`config.mk`:
```
export PLATFORM = sky130hd
export DESIGN_NAME = bmdma_regs
export DESIGN_NICKNAME = d
export VERILOG_FILES = /design/src/rtl/bmdma_pkg.sv /design/src/rtl/bmdma_decode.sv /design/src/rtl/bmdma_ptr.sv /design/src/rtl/bmdma_ctrl.sv /design/src/rtl/bmdma_readmux.sv /design/src/rtl/bmdma_regs.sv
export SDC_FILE = /design/constraint.sdc
export NUM_CORES = 1
export LEC_CHECK = 0
export CAP_MARGIN = 20
export CORE_ASPECT_RATIO = 0.9
export CORE_MARGIN = 5
export CORE_UTILIZATION = 45
export DETAILED_ROUTE_END_ITERATION = 6
export PLACE_DENSITY = 0.84
export SLEW_MARGIN = 40
export SYNTH_ARGS = -nofsm -noshare
export SYNTH_HDL_FRONTEND = slang
export SYNTH_SLANG_ARGS = --single-unit
```
`constraint.sdc`:
```
create_clock -name clk -period 9.01 [get_ports clk]
set_input_delay 1.3515 -clock clk [delete_from_list [all_inputs] [get_ports clk]]
set_output_delay 1.3515 -clock clk [all_outputs]
set_load 0.1 [all_outputs]
```
`src/rtl/bmdma_pkg.sv`:
```
package bmdma_pkg;

    localparam int WIN_BYTES = 8;
    localparam int OFF_W     = $clog2(WIN_BYTES);
    localparam int BUS_BYTES = 4;
    localparam int BUS_W     = 8 * BUS_BYTES;

    localparam logic [OFF_W-1:0] OFF_CMD = 3'd0;
    localparam logic [OFF_W-1:0] OFF_STS = 3'd2;
    localparam logic [OFF_W-1:0] OFF_PTR = 3'd4;

    localparam int STS_ACT = 0;
    localparam int STS_ERR = 1;
    localparam int STS_IRQ = 2;
    localparam int CMD_GO  = 0;

    typedef enum logic [1:0] {
        SZ_BYTE = 2'd0,
        SZ_HALF = 2'd1,
        SZ_WORD = 2'd2,
        SZ_BAD  = 2'd3
    } acc_size_e;

    typedef enum logic {
        CH_IDLE = 1'b0,
        CH_BUSY = 1'b1
    } ch_state_e;

    function automatic logic [2:0] size_bytes(input logic [1:0] sz);
        case (sz)
            SZ_BYTE: size_bytes = 3'd1;
            SZ_HALF: size_bytes = 3'd2;
            SZ_WORD: size_bytes = 3'd4;
            default: size_bytes = 3'd0;
        endcase
    endfunction

endpackage

```
`src/rtl/bmdma_decode.sv`:
```
module bmdma_decode
    import bmdma_pkg::*;
(
    input  logic             acc_valid,
    input  logic             acc_write,
    input  logic [1:0]       acc_size,
    input  logic [OFF_W-1:0] acc_offset,
    output logic             wr_cmd,
    output logic             wr_sts,
    output logic             wr_ptr,
    output logic             wr_bad
);
    logic is_wr;

    always_comb begin
        is_wr  = acc_valid && acc_write;
        wr_cmd = is_wr && (acc_offset == OFF_CMD) && (acc_size == SZ_BYTE);
        wr_sts = is_wr && (acc_offset == OFF_STS) && (acc_size == SZ_BYTE);
        wr_ptr = is_wr && (acc_offset == OFF_PTR) && (acc_size == SZ_WORD);
        wr_bad = is_wr && !(wr_cmd || wr_sts || wr_ptr);
    end

    // at most one register strobe, and an error excludes any strobe
    always_comb begin
        if (acc_valid) begin
            p_one_target_r2: assert ($countones({wr_cmd, wr_sts, wr_ptr, wr_bad}) <= 1);
        end
    end
endmodule

```
`src/rtl/bmdma_ptr.sv`:
```
module bmdma_ptr
    import bmdma_pkg::*;
#(
    parameter int PTR_LSB_ZERO = 2
) (
    input  logic             clk,
    input  logic             rst_n,
    input  logic             wr_ptr,
    input  logic [BUS_W-1:0] wdata,
    output logic [BUS_W-1:0] ptr
);
    localparam logic [BUS_W-1:0] KEEP_MASK = ~((BUS_W'(1) << PTR_LSB_ZERO) - BUS_W'(1));

    always_ff @(posedge clk) begin
        if (!rst_n) begin
            ptr <= '0;
        end else if (wr_ptr) begin
            ptr <= wdata & KEEP_MASK;
        end
    end

    p_ptr_aligned_r8: assert property (@(posedge clk) disable iff (!rst_n)
        wr_ptr |=> (ptr[PTR_LSB_ZERO-1:0] == '0) &&
                   (ptr[BUS_W-1:PTR_LSB_ZERO] == $past(wdata[BUS_W-1:PTR_LSB_ZERO])));
endmodule

```
`src/rtl/bmdma_ctrl.sv`:
```
module bmdma_ctrl
    import bmdma_pkg::*;
#(
    parameter logic [1:0] CAP_RST = 2'b11
) (
    input  logic             clk,
    input  logic             rst_n,
    input  logic             wr_cmd,
    input  logic             wr_sts,
    input  logic             wr_bad,
    input  logic [7:0]       wbyte,
    input  logic             dev_present,
    input  logic             dma_done,
    input  logic [BUS_W-1:0] ptr,
    output logic [7:0]       cmd_byte,
    output logic [7:0]       sts_byte,
    output logic             dma_start,
    output logic             dma_abort,
    output logic [BUS_W-1:0] start_ptr,
    output logic             busy
);
    localparam logic [4:0] MISC_RST = {1'b0, CAP_RST, 2'b00};

    ch_state_e  st, st_n;
    logic       ev_start, ev_abort, ev_nodev;
    logic [6:0] cmd_hi;
    logic [4:0] sts_misc;
    logic       sts_err, sts_irq;

    // next state: LAUNCH, HALT, FINISH
    always_comb begin
        st_n     = st;
        ev_start = 1'b0;
        ev_abort = 1'b0;
        ev_nodev = 1'b0;
        unique case (st)
            CH_IDLE: begin
                if (!dma_done && wr_cmd && wbyte[CMD_GO]) begin
                    if (dev_present) begin
                        st_n     = CH_BUSY;
                        ev_start = 1'b1;
                    end else begin
                        ev_nodev = 1'b1;
                    end
                end
            end
            CH_BUSY: begin
                if (dma_done) begin
                    st_n = CH_IDLE;
                end else if (wr_cmd && !wbyte[CMD_GO]) begin
                    if (dev_present) begin
                        st_n     = CH_IDLE;
                        ev_abort = 1'b1;
                    end else begin
                        ev_nodev = 1'b1;
                    end
                end
            end
            default: st_n = CH_IDLE;
        endcase
    end

    always_ff @(posedge clk) begin
        if (!rst_n) st <= CH_IDLE;
        else        st <= st_n;
    end

    always_ff @(posedge clk) begin
        if (!rst_n) begin
            dma_start <= 1'b0;
            dma_abort <= 1'b0;
            start_ptr <= '0;
            cmd_hi    <= '0;
            sts_misc  <= MISC_RST;
            sts_err   <= 1'b0;
            sts_irq   <= 1'b0;
        end else begin
            dma_start <= ev_start;
            dma_abort <= ev_abort;
            if (ev_start) start_ptr <= ptr;
            if (wr_cmd)   cmd_hi    <= wbyte[7:1];
            if (wr_sts)   sts_misc  <= wbyte[7:3];
            if (wr_bad || ev_nodev)               sts_err <= 1'b1;
            else if (wr_sts && wbyte[STS_ERR])    sts_err <= 1'b0;
            if (dma_done)                         sts_irq <= 1'b1;
            else if (wr_sts && wbyte[STS_IRQ])    sts_irq <= 1'b0;
        end
    end

    always_comb begin
        busy     = (st == CH_BUSY);
        cmd_byte = {cmd_hi, busy};
        sts_byte = {sts_misc, sts_irq, sts_err, busy};
    end

    p_start_active_r3: assert property (@(posedge clk) disable iff (!rst_n)
        dma_start |-> busy);
    p_pulse_excl_r3: assert property (@(posedge clk) disable iff (!rst_n)
        $onehot0({dma_start, dma_abort}));
    p_start_ptr_r3: assert property (@(posedge clk) disable iff (!rst_n)
        dma_start |-> (start_ptr == ptr));
    p_abort_idle_r4: assert property (@(posedge clk) disable iff (!rst_n)
        dma_abort |-> !busy);
    p_act_ro_r5: assert property (@(posedge clk) disable iff (!rst_n)
        (wr_sts && !dma_done) |=> (busy == $past(busy)));
    p_err_sticky_r6: assert property (@(posedge clk) disable iff (!rst_n)
        (sts_byte[STS_ERR] && !(wr_sts && wbyte[STS_ERR])) |=> sts_byte[STS_ERR]);
    p_done_irq_r7: assert property (@(posedge clk) disable iff (!rst_n)
        dma_done |=> (sts_byte[STS_IRQ] && !busy && !dma_start));
    p_nodev_r10: assert property (@(posedge clk) disable iff (!rst_n)
        (wr_cmd && !dev_present) |=> (!dma_start && !dma_abort && busy == $past(busy)));
endmodule

```
`src/rtl/bmdma_readmux.sv`:
```
module bmdma_readmux
    import bmdma_pkg::*;
(
    input  logic [7:0]       cmd_byte,
    input  logic [7:0]       sts_byte,
    input  logic [BUS_W-1:0] ptr,
    input  logic [OFF_W-1:0] acc_offset,
    input  logic [1:0]       acc_size,
    output logic [BUS_W-1:0] rdata
);
    logic [7:0] win [WIN_BYTES];
    logic [2:0] nb;

    always_comb begin
        for (int i = 0; i < WIN_BYTES; i++) win[i] = 8'h00;
        win[OFF_CMD] = cmd_byte;
        win[OFF_STS] = sts_byte;
        for (int i = 0; i < BUS_BYTES; i++) win[OFF_PTR + i] = ptr[8*i +: 8];
        nb = size_bytes(acc_size);
    end

    for (genvar lane = 0; lane < BUS_BYTES; lane++) begin : g_lane
        localparam logic [OFF_W:0] LN = (OFF_W+1)'(lane);
        logic [OFF_W:0] idx;
        logic           on;
        always_comb begin
            idx = {1'b0, acc_offset} + LN;
            on  = (3'(lane) < nb) && (idx < (OFF_W+1)'(WIN_BYTES));
            rdata[8*lane +: 8] = on ? win[idx[OFF_W-1:0]] : 8'h00;
        end
    end
endmodule

```
`src/rtl/bmdma_regs.sv`:
```
module bmdma_regs
    import bmdma_pkg::*;
#(
    parameter logic [1:0] CAP_RST      = 2'b11,
    parameter int         PTR_LSB_ZERO = 2
) (
    input  logic        clk,
    input  logic        rst_n,
    input  logic        acc_valid,
    input  logic        acc_write,
    input  logic [1:0]  acc_size,
    input  logic [2:0]  acc_offset,
    input  logic [31:0] acc_wdata,
    output logic [31:0] acc_rdata,
    input  logic        dev_present,
    input  logic        dma_done,
    output logic        dma_start,
    output logic [31:0] dma_start_ptr,
    output logic        dma_abort,
    output logic        dma_active,
    output logic        irq_pending,
    output logic        acc_error
);
    logic             wr_cmd, wr_sts, wr_ptr, wr_bad;
    logic [BUS_W-1:0] ptr;
    logic [7:0]       cmd_byte, sts_byte;
    logic             busy;

    bmdma_decode u_decode (
        .acc_valid (acc_valid),
        .acc_write (acc_write),
        .acc_size  (acc_size),
        .acc_offset(acc_offset),
        .wr_cmd    (wr_cmd),
        .wr_sts    (wr_sts),
        .wr_ptr    (wr_ptr),
        .wr_bad    (wr_bad)
    );

    bmdma_ptr #(.PTR_LSB_ZERO(PTR_LSB_ZERO)) u_ptr (
        .clk   (clk),
        .rst_n (rst_n),
        .wr_ptr(wr_ptr),
        .wdata (acc_wdata),
        .ptr   (ptr)
    );

    bmdma_ctrl #(.CAP_RST(CAP_RST)) u_ctrl (
        .clk        (clk),
        .rst_n      (rst_n),
        .wr_cmd     (wr_cmd),
        .wr_sts     (wr_sts),
        .wr_bad     (wr_bad),
        .wbyte      (acc_wdata[7:0]),
        .dev_present(dev_present),
        .dma_done   (dma_done),
        .ptr        (ptr),
        .cmd_byte   (cmd_byte),
        .sts_byte   (sts_byte),
        .dma_start  (dma_start),
        .dma_abort  (dma_abort),
        .start_ptr  (dma_start_ptr),
        .busy       (busy)
    );

    bmdma_readmux u_rmux (
        .cmd_byte  (cmd_byte),
        .sts_byte  (sts_byte),
        .ptr       (ptr),
        .acc_offset(acc_offset),
        .acc_size  (acc_size),
        .rdata     (acc_rdata)
    );

    always_comb begin
        dma_active  = sts_byte[STS_ACT];
        irq_pending = sts_byte[STS_IRQ];
        acc_error   = sts_byte[STS_ERR];
    end

    // mirrored outputs track the command start bit
    p_active_mirror_r11: assert property (@(posedge clk) disable iff (!rst_n)
        dma_active == cmd_byte[CMD_GO]);
endmodule

```
======== Word-level counts from Yosys, hierarchy flattened ========
Index checks and enable logic that the tools add are counted.
Widths: inputs -> output; s select.
cells by class
  $add $sub $neg .......................... 3
  order comparisons ....................... 12
  equal/unequal tests ..................... 4
  mux-type cells .......................... 32
  bitwise logic cells ..................... 7
  reduce and logical (&&, ||, !) cells .... 28
operators with widths
  operator             number
  $bmux 8 s3           4
  $mux 8               12
  $logic_and 1x1->1    17
  $ge 4x4->1 const B   4
  $not 3->4            4
  $mux 1               13
  $lt 4x4->1 const B   3
  $pmux 3 s3           1
  $add 3x2->4 const B  2
  $lt 1x3->1 const A   2
  $lt 2x3->1 const A   2
  $add 3x1->4 const B  1
  $lt 3x4->1 const B   1
  $pmux 1 s2           2
  $reduce_bool 2->1    2
  $reduce_or 4->1      1
  $eq 3x2->1 const B   1
  $eq 3x3->1 const B   1
  $logic_not 1->1      3
  $logic_not 3->1      1
  $logic_or 1x1->1     3
  $not 1->1            3
  $eq 2x1->1 const B   1
  $eq 2x2->1 const B   1
  $logic_not 2->1      1
word-level totals
  register bits after elaboration ......... 77
  input bits .............................. 43
  output and inout port bits .............. 69
  logic and storage cells ................. 95

======== Longest topological paths before layout ========
  depth in word-level cells ............... 9
  gate-level depth with buffers ........... 13
  mapped depth without buffers ............ 6

======== By module ========
Synthesis repeated with hierarchy kept, for this count alone.
unflattened totals
  cell total of the unflattened synthesis .. 483
  area total of the unflattened synthesis .. 4991.0 sq um
modules (own cells, without submodules)
  module         times used  cells each  area an instance (sq um)  seq. area each (sq um)
  bmdma_ctrl     1           203         2000.7                    980.9
  bmdma_readmux  1           172         1714.1                    0.0
  bmdma_ptr      1           100         1189.9                    600.6
  bmdma_decode   1           8           86.3                      0.0

======== Worst setup path before layout ========
No wires, ideal clock.
  kind .................................... input to output
  from .................................... in acc_offset[1]
  to ...................................... out acc_rdata[14]
  arrival ................................. 5.121 ns
  data required time ...................... 7.658 ns
  slack ................................... 2.538 ns
  stages .................................. 11
  path buffers ............................ 7
  cells stage by stage .................... buf_4 buf_4 buf_4 buf_4 inv_1 ha_1 buf_4 buf_6 buf_4 mux2i_1 o21ai_0
between the ends
  word-level cells in the longest chain between the ends .. 6
  elaborated cells between the ends (all ways) .. 8
  those cells by class .................... 1 x add/sub; 1 x order compare; 4 x mux; 1 x bitwise; 1 x reduce/logical
RTL lines
  element                                    RTL line             RTL
  start, declared                            bmdma_regs.sv:12     input logic [2:0] acc_offset,
  $add 3x1->4 (*)                            bmdma_readmux.sv:27  idx = {1'b0, acc_offset} + LN;
  $not 3->4 (not written as such)            bmdma_readmux.sv:29  rdata[8*lane +: 8] = on ? win[idx[OFF_W-1:0]] : 8'h00;
  $bmux 8 s3                                 bmdma_readmux.sv:29
  $mux 8 (not written as such) (2 in a row)  bmdma_readmux.sv:29
  $mux 8 (*)                                 bmdma_readmux.sv:29
  end, declared                              bmdma_regs.sv:14     output logic [31:0] acc_rdata,
Mark *: on every way between the ends. The rest lies on a longest branch, timed or not. The select of a mux whose other input is x is not followed.

======== Worst setup path after layout ========
  from .................................... in acc_offset[0]
  to ...................................... out acc_rdata[31]
between the ends
  word-level cells in the longest chain between the ends .. 6
  elaborated cells between the ends (all ways) .. 8
  those cells by class .................... 1 x add/sub; 1 x order compare; 4 x mux; 1 x bitwise; 1 x reduce/logical
RTL lines
  element                                    RTL line
  $add 3x2->4 (*)                            bmdma_readmux.sv:27
  $not 3->4 (not written as such)            bmdma_readmux.sv:29
  $bmux 8 s3                                 bmdma_readmux.sv:29
  $mux 8 (not written as such) (2 in a row)  bmdma_readmux.sv:29
  $mux 8 (*)                                 bmdma_readmux.sv:29
Marked as above.

==> results.sh <==
export IMPL_r2r_start="u_ctrl.busy$_SDFF_PN0_"
export IMPL_cp_required_ns=7.66
export IMPL_clockBufferDepth=2
export IMPL_syn_area_mm2=0.00464
export IMPL_place_ws_ns=3.40
export IMPL_fmax_mhz=178
export IMPL_clk_latency_ns=0.33
export IMPL_cts_setup_buffers=0
export IMPL_drt_iter0_markers=386
export IMPL_antenna_left=0
export IMPL_arrival_ns=4.27
export IMPL_yosys_warnings=0
export IMPL_setup_viol=0
export IMPL_finalCritPeriodShare=0.624
export IMPL_synth_seq_cells=77
export IMPL_p_int_w=0.000572
export IMPL_hp_start="u_ctrl.start_ptr[11]$_SDFFE_PN0P_"
export IMPL_fin_worst_skew_ns=0.00527
export IMPL_dp_hpwl_um=10100
export IMPL_grt_overflow=0
export IMPL_start_kind="primary input"
export IMPL_syn_avg_cell_area_um2=8.82
export IMPL_syn_inst=526
export IMPL_cpMostUsedCell="buf_4"
export IMPL_fillCellCount=911
export IMPL_ys_top_cells_by_area="dfxtp_1 33%, mux4_2 11%, mux2i_1 9.3%"
export IMPL_clock_sinks=77
export IMPL_antenna_found_initial=0
export IMPL_place_gp_congestion=0.922
export IMPL_hold_violations=0
export IMPL_synth_simple_area_share=0.182
export IMPL_cts_root_buf="clkbuf_16"
export IMPL_reg2reg_slack_ns=7.34
export IMPL_combPwrFrac=0.149
export IMPL_timing_final_ws_setup_ns=3.39
export IMPL_worst_setup_path_type="in -> out"
export IMPL_fin_setup_tns_ns=0
export IMPL_cts_tree="yes"
export IMPL_chipWidth_um=117
export IMPL_fin_crit_ns=5.62
export IMPL_synth_mux_area_frac=0.222
export IMPL_cts_buffers=9
export IMPL_p_per_area_mw_per_mm2=140
export IMPL_crit_path_end_kind="primary output"
export IMPL_wl_per_cell_um=18.3
export IMPL_start_util=0.456
export IMPL_whs_path_depth=2
export IMPL_first_global_vias=4209
export IMPL_ys_types=45
export IMPL_relSlewSlack=0.549
export IMPL_holdPathEnd="u_ctrl.start_ptr[11]$_SDFFE_PN0P_"
export IMPL_htree_levels=3
export IMPL_grt_met3_usage=0.0376
export IMPL_outcome="complete, no violations"
export IMPL_met2_usage=0.379
export IMPL_pin_count=112
export IMPL_path_cells="buf_4 > inv_2 > ha_1 > buf_4 > mux4_2 > inv_1 > o22ai_1 > buf_2"
export IMPL_grt_pass1_wl_um=21400
export IMPL_synth_largest_area_cell="dfxtp_1"
export IMPL_clkTransAtPathRegs_ns=0.06
export IMPL_cp_num_buf_inv=5
export IMPL_cp_depth=8
export IMPL_path_delay_family="buffers and inverters"
export IMPL_crit_start="acc_offset[0]"
export IMPL_totalWireLength_um=13600
export IMPL_vias=4240
export IMPL_p_leak_nw=2.22
export IMPL_drive_above_1_share=0.205
export IMPL_reg2reg_to="u_ctrl.start_ptr[6]$_SDFFE_PN0P_"
export IMPL_rsz0062_at_grt="no"
export IMPL_io_buffers=109
export IMPL_diodes=0
export IMPL_worstPathMaxFanout=45
export IMPL_ctsResizeCount=0
export IMPL_yosysSeqAreaShare=0.332
export IMPL_dr_pass1_iters=5
export IMPL_synth_xor_area_frac=0.00756
export IMPL_hold_class="reg -> reg"
export IMPL_cp_slowest_cell="ha_1"
export IMPL_nets=662
export IMPL_synth_compound_area_frac=0.152
export IMPL_core_mm2=0.0102
export IMPL_die_area_mm2=0.0124
export IMPL_drc_errors=0
export IMPL_p_sw_frac=0.273
export IMPL_grt_max_degree=107
export IMPL_viasPerCell=5.71
export IMPL_worstMarginPinSlew_ns=0.677
export IMPL_cts_hold_buf=0
export IMPL_met1_usage=0.272
export IMPL_synth_top_family_by_area="multiplexers"
export IMPL_pwr_share_seq=0.438
export IMPL_synth_fa_ha_area_frac=0.0243
export IMPL_area_growth_pct=21.1
export IMPL_drv_slew=0
export IMPL_die_h_um=106
export IMPL_peakVddDrop_uv=88.1
export IMPL_busiest_layer="met2"
export IMPL_r2r_cells=5
export IMPL_slowest_delay_ns=0.79
export IMPL_p_sw_w=0.000215
export IMPL_synth_top_area_share=0.332
export IMPL_maxCapViolCount=0
export IMPL_placementRows=35
export IMPL_pwr_share_clk=0.413
export IMPL_track_usage=0.219
worst max path at each step:
stage	endpoint	slack, ns
2_1_floorplan	acc_rdata[14]	2.54
3_3_place_gp	acc_rdata[15]	2.46
3_5_place_dp	acc_rdata[31]	3.40
4_1_cts	acc_rdata[31]	3.39
5_1_grt	acc_rdata[31]	3.20
6_report	acc_rdata[31]	3.39
layer usage:
metal | wire [µm] | vias up | share of wire
li1 | - | 2029 | -
met1 | 5500 | 1986 | 0.40
met2 | 6820 | 193 | 0.50
met3 | 951 | 32 | 0.070
met4 | 331 | 0 | 0.024
met5 | 0 | - | 0
power by group through the flow:
stage,Sequential [W],Combinational [W],Clock (W)
after global placement,0.000352,0.000117,0
after global routing,0.000344,0.000125,0.000344
final,0.000344,0.000118,0.000325
after floorplan,0.000356,0.0000820,0
after detailed placement,0.000352,0.000117,0
after CTS,0.000344,0.000117,0.000329
logic make-up after synthesis:
group	Yosys count
AND/OR/NAND/NOR	180
AO/OA/AOI/OAI	111
flip-flops	77
multiplexers	73
buffers and inverters	71
adder cells (fa/ha/maj)	9
XOR/XNOR	4
other	1
sequential cells by signal, summed over array words and instances, names as in the netlist:
name	flops
u_ctrl.cmd_hi	7
u_ctrl.sts_misc	5
u_ctrl.sts_irq	1
u_ctrl.sts_err	1
u_ctrl.dma_start	1
u_ctrl.dma_abort	1
u_ctrl.busy	1
u_ctrl.start_ptr	30
u_ptr.ptr	30
tightest hold or removal path, delay by kind of cell, from the launching register on:
family             cells  cell delay [ns]
DFF                    1             0.31
and+or+nand+nor        1             0.05
AOI/OAI and AO/OA      1             0.05
cell usage after synthesis (all sizes together):
master,n
xor2,2
a2111o,1
a221oi,2
o21a,2
xnor2,2
buf,26
nor4,2
conb,1
a31oi,1
or2,2
mux2i,43
o22a,1
o22ai,25
or3,1
mux2,7
nor3,3
a21o,1
nor2,6
or4,1
nand2b,7
nand4b,1
a211oi,1
dfxtp,77
a2111oi,1
ha,9
nand3b,1
mux4,23
nor2b,11
a311oi,3
a21oi,7
nand3,39
nand2,103
inv,29
and2,2
o21ai,36
clkbuf,16
a21boi,30
nor3b,1
area by class of cell:
cell class / count / area (µm²) / share of cell area
Multi-Input combinational cell: 379 / 2730 / 0.487
Sequential cell: 77 / 1540 / 0.275
Timing Repair Buffer: 114 / 805 / 0.143
Clock buffer: 10 / 229 / 0.0408
Tap cell: 129 / 161 / 0.0287
Inverter: 29 / 109 / 0.0194
Clock inverter: 5 / 37.5 / 0.00668
stage by stage:
stage	cell area (µm²)	hold WS, ns	util	cells	total power [W]
6_report	5620	0.449	0.553	743	0.000787
5_1_grt	5620	0.469	0.553	743	0.000813
2_1_floorplan	4640	0.476	-	527	0.000437
3_5_place_dp	5350	0.446	0.526	728	0.000469
4_1_cts	5610	0.454	0.552	743	0.000791
3_3_place_gp	5650	0.442	0.556	727	0.000469
layout by cell type (no fill, tap or decap), types with 3 or more instances in the layout:
master	synthesis	layout
o21ai_1	4	4
buf_4	14	4
clkdlybuf4s50_1	0	39
ha_1	9	9
a21boi_0	30	30
inv_1	28	28
mux4_2	23	23
nand2b_1	7	7
mux2_2	7	7
dfxtp_1	77	77
nor2b_1	11	11
a311oi_1	3	3
clkbuf_16	0	9
nand2_1	103	103
mux2i_1	43	43
nor3_1	3	3
o22ai_1	25	25
nand3_1	38	38
nor2_1	6	5
buf_2	7	69
o21ai_0	32	32
a21oi_1	7	7
Note: power is estimated with default switching activity, not from simulation.
